$ cat src/rtl/uart_rf_pkg.sv
package uart_rf_pkg;

    localparam int unsigned BYTE_W     = 8;
    localparam int unsigned OFS_W      = 3;
    localparam int unsigned IER_W      = 4;
    localparam int unsigned NUM_CAUSES = 2;

    // Cause index equals its enable bit position in the interrupt-enable register
    localparam int unsigned CAUSE_RX = 0;
    localparam int unsigned CAUSE_TX = 1;
    localparam int unsigned DLAB_BIT = 7;

    localparam logic [BYTE_W-1:0] IID_NONE = 8'h01;
    localparam logic [BYTE_W-1:0] IID_TX   = 8'h02;
    localparam logic [BYTE_W-1:0] IID_RX   = 8'h04;
    localparam logic [BYTE_W-1:0] LSR_BASE = 8'h60;

    typedef enum logic [OFS_W-1:0] {
        OFS_DATA = 3'd0,
        OFS_IEN  = 3'd1,
        OFS_IID  = 3'd2,
        OFS_LCTL = 3'd3,
        OFS_MCTL = 3'd4,
        OFS_LSTS = 3'd5,
        OFS_MSTS = 3'd6,
        OFS_SCR  = 3'd7
    } reg_ofs_e;

    typedef enum logic [3:0] {
        RD_ZERO, RD_RXDATA, RD_IEN, RD_DIVLO, RD_DIVHI,
        RD_IID, RD_LCTL, RD_MCTL, RD_LSTS
    } rd_sel_e;

    typedef enum logic {
        TMR_IDLE,
        TMR_COUNT
    } tmr_state_e;

    typedef struct packed {
        logic wr_tx;
        logic rd_rx;
        logic wr_ien;
        logic wr_divlo;
        logic wr_divhi;
        logic wr_lctl;
        logic wr_mctl;
        logic rd_iid;
    } bus_op_t;

endpackage

$ cat src/rtl/uart_rf_decode.sv
module uart_rf_decode
    import uart_rf_pkg::*;
(
    input  logic             acc_en,
    input  logic             acc_wr,
    input  logic [OFS_W-1:0] acc_ofs,
    input  logic             dlab,
    output bus_op_t          op,
    output rd_sel_e          rd_sel
);

    always_comb begin
        op     = '0;
        rd_sel = RD_ZERO;
        if (acc_en) begin
            unique case (reg_ofs_e'(acc_ofs))
                OFS_DATA: begin
                    if (dlab) begin
                        op.wr_divlo = acc_wr;
                        rd_sel      = RD_DIVLO;
                    end else begin
                        op.wr_tx = acc_wr;
                        op.rd_rx = !acc_wr;
                        rd_sel   = RD_RXDATA;
                    end
                end
                OFS_IEN: begin
                    if (dlab) begin
                        op.wr_divhi = acc_wr;
                        rd_sel      = RD_DIVHI;
                    end else begin
                        op.wr_ien = acc_wr;
                        rd_sel    = RD_IEN;
                    end
                end
                OFS_IID: begin
                    // a write here would be a FIFO control: swallowed
                    op.rd_iid = !acc_wr;
                    rd_sel    = RD_IID;
                end
                OFS_LCTL: begin
                    op.wr_lctl = acc_wr;
                    rd_sel     = RD_LCTL;
                end
                OFS_MCTL: begin
                    op.wr_mctl = acc_wr;
                    rd_sel     = RD_MCTL;
                end
                OFS_LSTS: rd_sel = RD_LSTS;
                OFS_MSTS: rd_sel = RD_ZERO;
                OFS_SCR:  rd_sel = RD_ZERO;
            endcase
        end
    end

endmodule

$ cat src/rtl/uart_rf_delay.sv
module uart_rf_delay
    import uart_rf_pkg::*;
#(
    parameter int unsigned DELAY = 8
) (
    input  logic clk,
    input  logic rst_n,
    input  logic start,
    input  logic cancel,
    output logic expire
);

    localparam int unsigned CNT_W = $clog2(DELAY + 1);
    localparam logic [CNT_W-1:0] LOAD = CNT_W'(DELAY - 1);

    tmr_state_e       state_q, state_d;
    logic [CNT_W-1:0] cnt_q, cnt_d;

    always_ff @(posedge clk or negedge rst_n) begin
        if (!rst_n) state_q <= TMR_IDLE;
        else        state_q <= state_d;
    end

    always_ff @(posedge clk or negedge rst_n) begin
        if (!rst_n) cnt_q <= '0;
        else        cnt_q <= cnt_d;
    end

    always_comb begin
        state_d = state_q;
        cnt_d   = cnt_q;
        expire  = 1'b0;
        unique case (state_q)
            TMR_IDLE: begin
                if (start && !cancel) begin
                    state_d = TMR_COUNT;
                    cnt_d   = LOAD;
                end
            end
            TMR_COUNT: begin
                if (cancel) begin
                    state_d = TMR_IDLE;
                end else if (start) begin
                    cnt_d = LOAD;
                end else if (cnt_q == '0) begin
                    expire  = 1'b1;
                    state_d = TMR_IDLE;
                end else begin
                    cnt_d = cnt_q - 1'b1;
                end
            end
        endcase
    end

    // a running count steps down by one each cycle
    p_count_step_r11: assert property (@(posedge clk) disable iff (!rst_n)
        (state_q == TMR_COUNT && cnt_q != '0 && !start && !cancel)
        |=> (state_q == TMR_COUNT && cnt_q == $past(cnt_q) - 1'b1));

    // any start reloads the full count
    p_restart_load_r11: assert property (@(posedge clk) disable iff (!rst_n)
        (start && !cancel) |=> (state_q == TMR_COUNT && cnt_q == LOAD));

    // cancel always returns the timer to idle
    p_cancel_idle_r7: assert property (@(posedge clk) disable iff (!rst_n)
        cancel |=> state_q == TMR_IDLE);

endmodule

$ cat src/rtl/uart_regfront.sv
module uart_regfront
    import uart_rf_pkg::*;
#(
    parameter int unsigned IRQ_DELAY = 8
) (
    input  logic              clk,
    input  logic              rst_n,
    input  logic              acc_en,
    input  logic              acc_wr,
    input  logic [OFS_W-1:0]  acc_ofs,
    input  logic [BYTE_W-1:0] acc_wdata,
    output logic [BYTE_W-1:0] acc_rdata,
    output logic              tx_valid,
    output logic [BYTE_W-1:0] tx_byte,
    input  logic              rx_avail,
    input  logic [BYTE_W-1:0] rx_byte,
    output logic              rx_pop,
    output logic              irq,
    output logic [BYTE_W-1:0] line_ctrl,
    output logic [BYTE_W-1:0] modem_ctrl,
    output logic [2*BYTE_W-1:0] divisor
);

    logic [BYTE_W-1:0] lctl_q, mctl_q, divlo_q, divhi_q, txb_q;
    logic [IER_W-1:0]  ien_q;
    logic              txv_q, irq_q, recheck_q;
    logic [NUM_CAUSES-1:0] cause_q;

    bus_op_t op;
    rd_sel_e rd_sel;

    logic [NUM_CAUSES-1:0] tmr_start, tmr_cancel, tmr_expire;
    logic [NUM_CAUSES-1:0] tmr_cond, tmr_trig, raise, cause_clr;
    logic                  irq_drop;

    uart_rf_decode u_decode (
        .acc_en (acc_en),
        .acc_wr (acc_wr),
        .acc_ofs(acc_ofs),
        .dlab   (lctl_q[DLAB_BIT]),
        .op     (op),
        .rd_sel (rd_sel)
    );

    // per-cause scheduling inputs
    assign tmr_cond[CAUSE_RX] = rx_avail;
    assign tmr_cond[CAUSE_TX] = 1'b1;
    assign tmr_trig[CAUSE_RX] = recheck_q && rx_avail;
    assign tmr_trig[CAUSE_TX] = op.wr_tx;

    assign cause_clr[CAUSE_RX] = op.rd_rx;
    assign cause_clr[CAUSE_TX] = op.rd_iid && !cause_q[CAUSE_RX];

    for (genvar g = 0; g < NUM_CAUSES; g++) begin : g_cause
        assign tmr_start[g]  = (op.wr_ien && acc_wdata[g] && tmr_cond[g])
                             || (tmr_trig[g] && ien_q[g]);
        assign tmr_cancel[g] = op.wr_ien && !acc_wdata[g];
        assign raise[g]      = tmr_expire[g] && ien_q[g];

        uart_rf_delay #(.DELAY(IRQ_DELAY)) u_delay (
            .clk   (clk),
            .rst_n (rst_n),
            .start (tmr_start[g]),
            .cancel(tmr_cancel[g]),
            .expire(tmr_expire[g])
        );

        always_ff @(posedge clk or negedge rst_n) begin
            if (!rst_n) begin
                cause_q[g] <= 1'b0;
            end else if (raise[g]) begin
                cause_q[g] <= 1'b1;
            end else if (cause_clr[g] || tmr_cancel[g]) begin
                cause_q[g] <= 1'b0;
            end
        end
    end

    assign irq_drop = op.wr_tx || op.rd_rx
                    || (op.wr_ien && !(acc_wdata[CAUSE_RX] && acc_wdata[CAUSE_TX]));

    always_ff @(posedge clk or negedge rst_n) begin
        if (!rst_n) begin
            irq_q <= 1'b0;
        end else if (|raise) begin
            irq_q <= 1'b1;
        end else if (irq_drop) begin
            irq_q <= 1'b0;
        end
    end

    // configuration registers
    always_ff @(posedge clk or negedge rst_n) begin
        if (!rst_n) begin
            lctl_q  <= '0;
            mctl_q  <= '0;
            divlo_q <= '0;
            divhi_q <= '0;
            ien_q   <= '0;
        end else begin
            if (op.wr_lctl)  lctl_q  <= acc_wdata;
            if (op.wr_mctl)  mctl_q  <= acc_wdata;
            if (op.wr_divlo) divlo_q <= acc_wdata;
            if (op.wr_divhi) divhi_q <= acc_wdata;
            if (op.wr_ien)   ien_q   <= acc_wdata[IER_W-1:0];
        end
    end

    // transmit strobe and receive re-check
    always_ff @(posedge clk or negedge rst_n) begin
        if (!rst_n) begin
            txv_q     <= 1'b0;
            txb_q     <= '0;
            recheck_q <= 1'b0;
        end else begin
            txv_q     <= op.wr_tx;
            recheck_q <= op.rd_rx;
            if (op.wr_tx) txb_q <= acc_wdata;
        end
    end

    // read path
    always_comb begin
        unique case (rd_sel)
            RD_RXDATA: acc_rdata = rx_avail ? rx_byte : '0;
            RD_IEN:    acc_rdata = {{(BYTE_W-IER_W){1'b0}}, ien_q};
            RD_DIVLO:  acc_rdata = divlo_q;
            RD_DIVHI:  acc_rdata = divhi_q;
            RD_IID:    acc_rdata = cause_q[CAUSE_RX] ? IID_RX
                                 : (cause_q[CAUSE_TX] ? IID_TX : IID_NONE);
            RD_LCTL:   acc_rdata = lctl_q;
            RD_MCTL:   acc_rdata = mctl_q;
            RD_LSTS:   acc_rdata = LSR_BASE | {{(BYTE_W-1){1'b0}}, rx_avail};
            default:   acc_rdata = '0;
        endcase
    end

    assign rx_pop     = op.rd_rx && rx_avail;
    assign tx_valid   = txv_q;
    assign tx_byte    = txb_q;
    assign irq        = irq_q;
    assign line_ctrl  = lctl_q;
    assign modem_ctrl = mctl_q;
    assign divisor    = {divhi_q, divlo_q};

    // the source is only consumed when it holds a byte
    p_pop_needs_data_r8: assert property (@(posedge clk) disable iff (!rst_n)
        rx_pop |-> rx_avail);

    // data-port write yields a one-cycle strobe with the written byte
    p_tx_strobe_r6: assert property (@(posedge clk) disable iff (!rst_n)
        (acc_en && acc_wr && acc_ofs == 3'd0 && !lctl_q[DLAB_BIT])
        |=> (tx_valid && tx_byte == $past(acc_wdata)));

    // transmit write drops irq unless a cause fires in the same cycle
    p_tx_drops_irq_r6: assert property (@(posedge clk) disable iff (!rst_n)
        (acc_en && acc_wr && acc_ofs == 3'd0 && !lctl_q[DLAB_BIT] && !(|raise))
        |=> !irq);

    // irq never rises without a latched cause
    p_irq_has_cause_r9: assert property (@(posedge clk) disable iff (!rst_n)
        $rose(irq) |-> (|cause_q));

    // scratch offset reads zero
    p_scratch_zero_r5: assert property (@(posedge clk) disable iff (!rst_n)
        (acc_en && !acc_wr && acc_ofs == 3'd7) |-> acc_rdata == '0);

    // line status carries fixed transmit flags and data-ready
    p_lsts_bits_r4: assert property (@(posedge clk) disable iff (!rst_n)
        (acc_en && !acc_wr && acc_ofs == 3'd5)
        |-> (acc_rdata[6:5] == 2'b11 && acc_rdata[0] == rx_avail));

endmodule

$ cat config.mk
export PLATFORM = sky130hd
export DESIGN_NAME = uart_regfront
export DESIGN_NICKNAME = d
export VERILOG_FILES = /design/src/rtl/uart_rf_pkg.sv /design/src/rtl/uart_rf_decode.sv /design/src/rtl/uart_rf_delay.sv /design/src/rtl/uart_regfront.sv
export SDC_FILE = /design/constraint.sdc
export NUM_CORES = 1
export LEC_CHECK = 0
export ABC_AREA = 0
export BUFFER_PORTS_ARGS = -buffer_cell sky130_fd_sc_hd__buf_4
export CORE_MARGIN = 2
export CORE_UTILIZATION = 50
export CTS_CLUSTER_SIZE = 20
export DETAILED_ROUTE_END_ITERATION = 8
export HOLD_SLACK_MARGIN = 0.05
export PLACE_DENSITY = 0.76
export SLEW_MARGIN = 15
export SYNTH_ARGS = -nofsm -noshare
export SYNTH_HDL_FRONTEND = slang
export SYNTH_SLANG_ARGS = --single-unit
$ cat constraint.sdc
create_clock -name clk -period 2.14 [get_ports clk]
set_input_delay 0.107 -clock clk [delete_from_list [all_inputs] [get_ports clk]]
set_output_delay 0.107 -clock clk [all_outputs]
set_load 0.01 [all_outputs]
### After elaboration in Yosys (flattened, before gate mapping)

Cells that the tools add are included.

| word-level totals | value |
|---|---|
| output and inout port bits | 51 |
| logic and storage cells | 132 |
| flip-flop bits (word level) | 59 |

| operators by class | value |
|---|---|
| bitwise operators | 2 |
| muxes and demuxes | 53 |
| equality and inequality tests | 21 |
| reductions and logical operators | 39 |
| $add $sub $neg | 2 |

Operators with widths:

| kind | number |
|---|---|
| $pmux W8 S8 | 1 |
| $mux W4 | 9 |
| $mux W1 | 30 |
| $pmux W4 S7 | 1 |
| $eq A4 B3 Y1 const B | 4 |
| $logic_and A1 B1 Y1 | 16 |
| $mux W8 | 2 |
| $pmux W4 S2 | 2 |
| $eq A3 B3 Y1 const B | 4 |
| $eq A4 B2 Y1 const B | 2 |
| $logic_not A4 Y1 | 2 |
| $mux W2 | 4 |
| $sub A4 B1 Y4 const B | 2 |
| $logic_not A1 Y1 | 7 |
| $eq A3 B2 Y1 const B | 2 |
| $logic_or A1 B1 Y1 | 6 |
| $mux W3 | 2 |
| $ne A3 B2 Y1 const B | 2 |
| $reduce_and A3 Y1 | 2 |
| $reduce_bool A2 Y1 | 3 |
| $eq A4 B1 Y1 const B | 1 |
| $eq A4 B4 Y1 const B | 1 |
| $ne A2 B1 Y1 const B | 2 |
| $ne A2 B2 Y1 const B | 2 |
| 5 further kinds | 8 |

### Depth between registers and ports, before layout

| logic depth | value |
|---|---|
| word-level depth | 13 |
| mapped depth | 8 |
| mapped depth without buffers | 7 |

### Cells and area by module

Synthesis repeated with hierarchy kept, for this count alone.

| second synthesis, totals | value |
|---|---|
| cells, all modules | 270 |
| area, all modules | 3158.0 um^2 |

Modules (own cells, without submodules):

| module | seq. area each (um^2) | area an instance (um^2) | instances | cells each |
|---|---|---|---|---|
| uart_regfront | 1226.2 | 2332.2 | 1 | 182 |
| uart_rf_delay | 125.1 | 325.3 | 2 | 30 |
| uart_rf_decode | 0.0 | 175.2 | 1 | 28 |

### Worst setup path after synthesis

No wires, ideal clock.

| timing | value |
|---|---|
| path type | register to register |
| start | register g_cause[1].u_delay.cnt_q[0] |
| end | register irq_q (netlist: irq) |
| path buffers | 0 |
| library setup time | 0.080 ns |
| stages on the path, launching flop included | 6 |
| setup slack | 0.405 ns |
| arrival | 1.655 ns |
| path through | dfrtp_1 > inv_1 > ha_1 > or3b_2 > or4b_4 > o211ai_2 |

| between the ends | value |
|---|---|
| word-level cells in the longest chain between the ends | 8 |

RTL lines:

| what | line | RTL |
|---|---|---|
| start, declared | uart_rf_delay.sv:17 | `logic [CNT_W-1:0] cnt_q, cnt_d;` |
| start signal, assigned | uart_rf_delay.sv:26 | `else cnt_q <= cnt_d;` |
| $logic_not A4 Y1 * | uart_rf_delay.sv:45 | `end else if (cnt_q == '0) begin` |
| $mux W1 * | uart_rf_delay.sv:45 |  |
| $mux W1 * | uart_rf_delay.sv:43 | `end else if (start) begin` |
| $mux W1 * | uart_rf_delay.sv:41 | `if (cancel) begin` |
| $mux W1 * | uart_rf_delay.sv:33 | `unique case (state_q)` |
| $logic_and A1 B1 Y1 * | uart_regfront.sv:58 | `assign raise[g] = tmr_expire[g] && ien_q[g];` |
| $reduce_or A2 Y1 * | uart_regfront.sv:85 | `end else if (\|raise) begin` |
| $mux W1 / $reduce_bool A2 Y1 (equally long branches) | - |  |
| end signal, assigned | uart_regfront.sv:84 | `irq_q <= 1'b0;` |
| end signal, assigned | uart_regfront.sv:86 | `irq_q <= 1'b1;` |
| end signal, assigned | uart_regfront.sv:88 | `irq_q <= 1'b0;` |
| end, declared | uart_regfront.sv:26 | `logic txv_q, irq_q, recheck_q;` |

Mark *: on every way between the ends. The rest lies on a longest branch, timed or not.
A chain may end at the register's enable or synchronous reset.

### Worst setup path after layout

| timing | value |
|---|---|
| start | register lctl_q[7] (netlist: line_ctrl[7]) |
| end | output port acc_rdata[1] |

| between the ends | value |
|---|---|
| word-level cells in the longest chain between the ends | 5 |

RTL lines:

| what | line | RTL |
|---|---|---|
| start, declared | uart_regfront.sv:24 | `logic [BYTE_W-1:0] lctl_q, mctl_q, divlo_q, divhi_q, txb_q;` |
| start signal, assigned | uart_regfront.sv:101 | `if (op.wr_lctl) lctl_q <= acc_wdata;` |
| $mux W3 / $mux W2 (equally long branches) | uart_rf_decode.sv:28, uart_rf_decode.sv:18 |  |
| $pmux W4 S7 * | uart_rf_decode.sv:16 | `unique case (reg_ofs_e'(acc_ofs))` |
| $mux W4 * | uart_rf_decode.sv:15 | `if (acc_en) begin` |
| $eq A4 B4 Y1, or another cell as far along | uart_regfront.sv:124 | `unique case (rd_sel)` |
| $pmux W8 S8 * | uart_regfront.sv:124 |  |
| end, declared | uart_regfront.sv:12 | `output logic [BYTE_W-1:0] acc_rdata,` |

Marked as above.

==> reports/qor.yml <==
routing:
  wl_per_cell_um: 17.5
  dr.first_iter.drc_count: 187
  wirelength_um: 7480
  vias_per_cell: 5.60
  dr.pass1.iters: 6
  drc: 0
  postRouteAntennaNets: 0
  vias: 2396
synthesis:
  yosysWarnings: 0
  synth_nets: 291
  synth_edf_count: 0
  synth_largest_area_cell: "dfrtp_1"
  synth.top_cell.area_share_pct: 51.3
  synth_cell_types: 53
  synth_most_common_cell: "dfrtp_1"
  syn_area_um2: 2880
  ys_async_sr_fraction_pct: 100
  synth_ff_type: "dfrtp_1"
  synth_seq_cells: 59
  postSynthAreaPerCell_um2: 10.9
  synthCells: 263
  yosysSeqAreaShare_pct: 51.3
  synth_area_leaders: "dfrtp_1 51%, mux2_2 12%, nand2_1 6.9%"
  synthTopCellsByCount: "59 x dfrtp_1, 53 x nand2_1, 31 x mux2_2, 12 x nor2_1"
placement:
  dp_hpwl_um: 5270
  dp.cells: 406
  io_buffers: 74
  gp_congestion: 0.854
global_route:
  track_usage_pct: 25.0
  grt_pass1_wl_um: 11900
  grt_pass1_vias: 2396
  grt_max_degree: 60
  grt_overflow: 0
  antenna_found_initial: 0
critical_path:
  rrSetupSlack_ns: 0.22
  arrival_ns: 1.88
  rr_startpoint: "g_cause[1].u_delay.cnt_q[0]$_DFFE_PN0P_"
  cp.required_ns: 2.03
  crit_type: "reg2out"
  path_max_fanout: 9
  endpoint_kind: "output port"
  timing.rr.end: "g_cause[1].u_delay.cnt_q[3]$_DFFE_PN0P_"
  critical_path.startpoint_type: "flop"
  reg2regPathDepth: 7
status:
  status: "finished clean"
pwr:
  ir_worst_vdd_v: 0.000641
  power_frac_seq_pct: 42.7
  p_sw_mw: 1.20
  leakage_nw: 1.90
  internal_power_mw: 2.69
  swShare_pct: 30.9
  power_density_nw_per_um2: 1020
  comb_power_share_pct: 27.7
  power_frac_clock_pct: 29.6
sta:
  fin_crit_ns: 1.98
  worst_pin_slew_ns: 0.729
  fin_setup_tns_ns: 0
  rsz0062_at_grt: "false"
  slew_viol_final: 0
  setup_viol: 0
  fmax_mhz: 504
  hold_viol_final: 0
  holdWs_ns: 0.0717
  skew_ns: 0.00620
  fin_crit_sh_pct: 92.6
  relSlewSlack_pct: 51.4
hold_path:
  min_from: "acc_wdata[3]"
  min_path_type: "in2reg"
  min_to: "tx_byte[3]$_DFFE_PN0P_"
  whs_path_depth: 3
final_layout:
  fill_cells: 438
  fin_cells: 428
  synthToLayoutAreaGrowth_pct: 31.9
  layout.nets: 379
  utilization_pct: 68.5
  antenna_cells: 0
  drive_gt1_share_pct: 39.6
clock_network:
  cts_tree: "done"
  clockRootBuffer: "clkbuf_8"
  cts_buffers: 9
  cts_buffer_depth: 2
  clock_sinks: 59
  cts.reportedPaths.clkPinSlew_ns: 0.06
  clkLatencyLatePin_ns: 0.34
  cts_resized: 0
  htreeDepth: 3
flow_run:
  max-cap-violations: 0
floorplan:
  die-area_um2: 6380
  core_area_um2: 5540
  pin_count: 75
  rows: 27
  die_h_um: 79.9
  start_util_pct: 52.0
  die_x_um: 79.9
metal layers:
metal | wire [um] | track usage [%]
met2 | 3590 | 39.8
met3 | 513 | 5.09
met5 | 0 | 0
met1 | 3260 | 33.2
met4 | 108 | 10.7
through the flow:
| step | setup WS, ns | total power, mW | cell area [um^2] |
|---|---|---|---|
| 6_report | 0.158 | 3.89 | 3800 |
| 2_1_floorplan | 0.405 | 2.22 | 2880 |
| 4_1_cts | 0.188 | 3.90 | 3800 |
| 3_5_place_dp | 0.262 | 2.74 | 3510 |
| 5_1_grt | 0.0503 | 4.11 | 3800 |
| 3_3_place_gp | 0.364 | 2.69 | 3510 |
registers in the layout, summed over array words and instances, names as in the netlist, 2 cells and up:
name,count
cause_q,2
divhi_q,8
divlo_q,8
g_cause.u_delay.cnt_q,8
g_cause.u_delay.state_q,2
ien_q,4
line_ctrl,8
modem_ctrl,8
tx_byte,8
critical path: stages, from the launching register on:
cell and delay (ns):
dfrtp_1 0.49, nand3b_1 0.17, nor2_1 0.05, buf_4 0.17, a222oi_1 0.34, nand3_1 0.15, buf_4 0.17
layout make-up:
| type | count | area (um^2) | area share [%] |
|---|---|---|---|
| tap | 72 | 90.1 | 2.37 |
| multi-input combinational | 185 | 1310 | 34.4 |
| timing repair buffer | 86 | 661 | 17.4 |
| clock inverter | 5 | 75.1 | 1.98 |
| inverter | 10 | 37.5 | 0.989 |
| clock buffer | 11 | 151 | 3.99 |
| sequential | 59 | 1480 | 38.9 |
power groups by stage:
stage          combinational (mW)  sequential [mW]  clock, mW
6_report                     1.08             1.66       1.15
5_1_grt                      1.19             1.70       1.21
4_1_cts                      1.08             1.66       1.16
3_5_place_dp                 1.07             1.67          0
3_3_place_gp                 1.02             1.67          0
2_1_floorplan               0.523             1.70          0
worst max path at each step:
stage	startpoint	slack [ns]	end	cells past startpoint
finish	line_ctrl[7]$_DFFE_PN0P_	0.16	acc_rdata[1]	6
global route	line_ctrl[7]$_DFFE_PN0P_	0.05	acc_rdata[1]	6
global placement	g_cause[1].u_delay.cnt_q[0]$_DFFE_PN0P_	0.36	g_cause[1].u_delay.cnt_q[3]$_DFFE_PN0P_	7
detailed placement	g_cause[1].u_delay.cnt_q[0]$_DFFE_PN0P_	0.26	g_cause[1].u_delay.cnt_q[3]$_DFFE_PN0P_	7
CTS	line_ctrl[7]$_DFFE_PN0P_	0.19	acc_rdata[1]	6
floorplan	g_cause[1].u_delay.cnt_q[0]$_DFFE_PN0P_	0.41	irq$_DFFE_PN0P_	5
layout by cell type, fill, tap and decap left out, types with 2 or more instances in the layout:
cell type,instances
or3b_2,2
xor2_1,2
ha_1,4
o2bb2ai_1,2
o211ai_1,3
a211oi_1,2
nor4_1,2
a21o_1,2
mux2_2,31
a22oi_1,9
a221oi_1,2
dlygate4sd3_1,6
nor2b_1,3
clkinv_2,3
o21ai_0,5
bufinv_16,2
a22o_1,2
mux2i_1,2
nor2_1,12
a222oi_1,5
inv_1,9
and3_1,2
clkbuf_8,11
nand2_1,53
dfrtp_1,59
a21oi_1,5
nand3_1,8
nor3_1,4
buf_4,80
what timing repair did:
action,CTS,global route
endpoints found under the hold margin,71,0
hold buffers,6,0
setup buffers,0,0
cells by family after synthesis:
| kind of cell | synth area share, % |
|---|---|
| compound gates | 11.6 |
| fa+ha+maj | 1.74 |
| simple gates | 18.6 |
| buf+inv | 3.39 |
| flops | 51.3 |
| mux | 12.8 |
| xor+xnor | 0.609 |
Note: power is estimated with default switching activity, not from simulation.
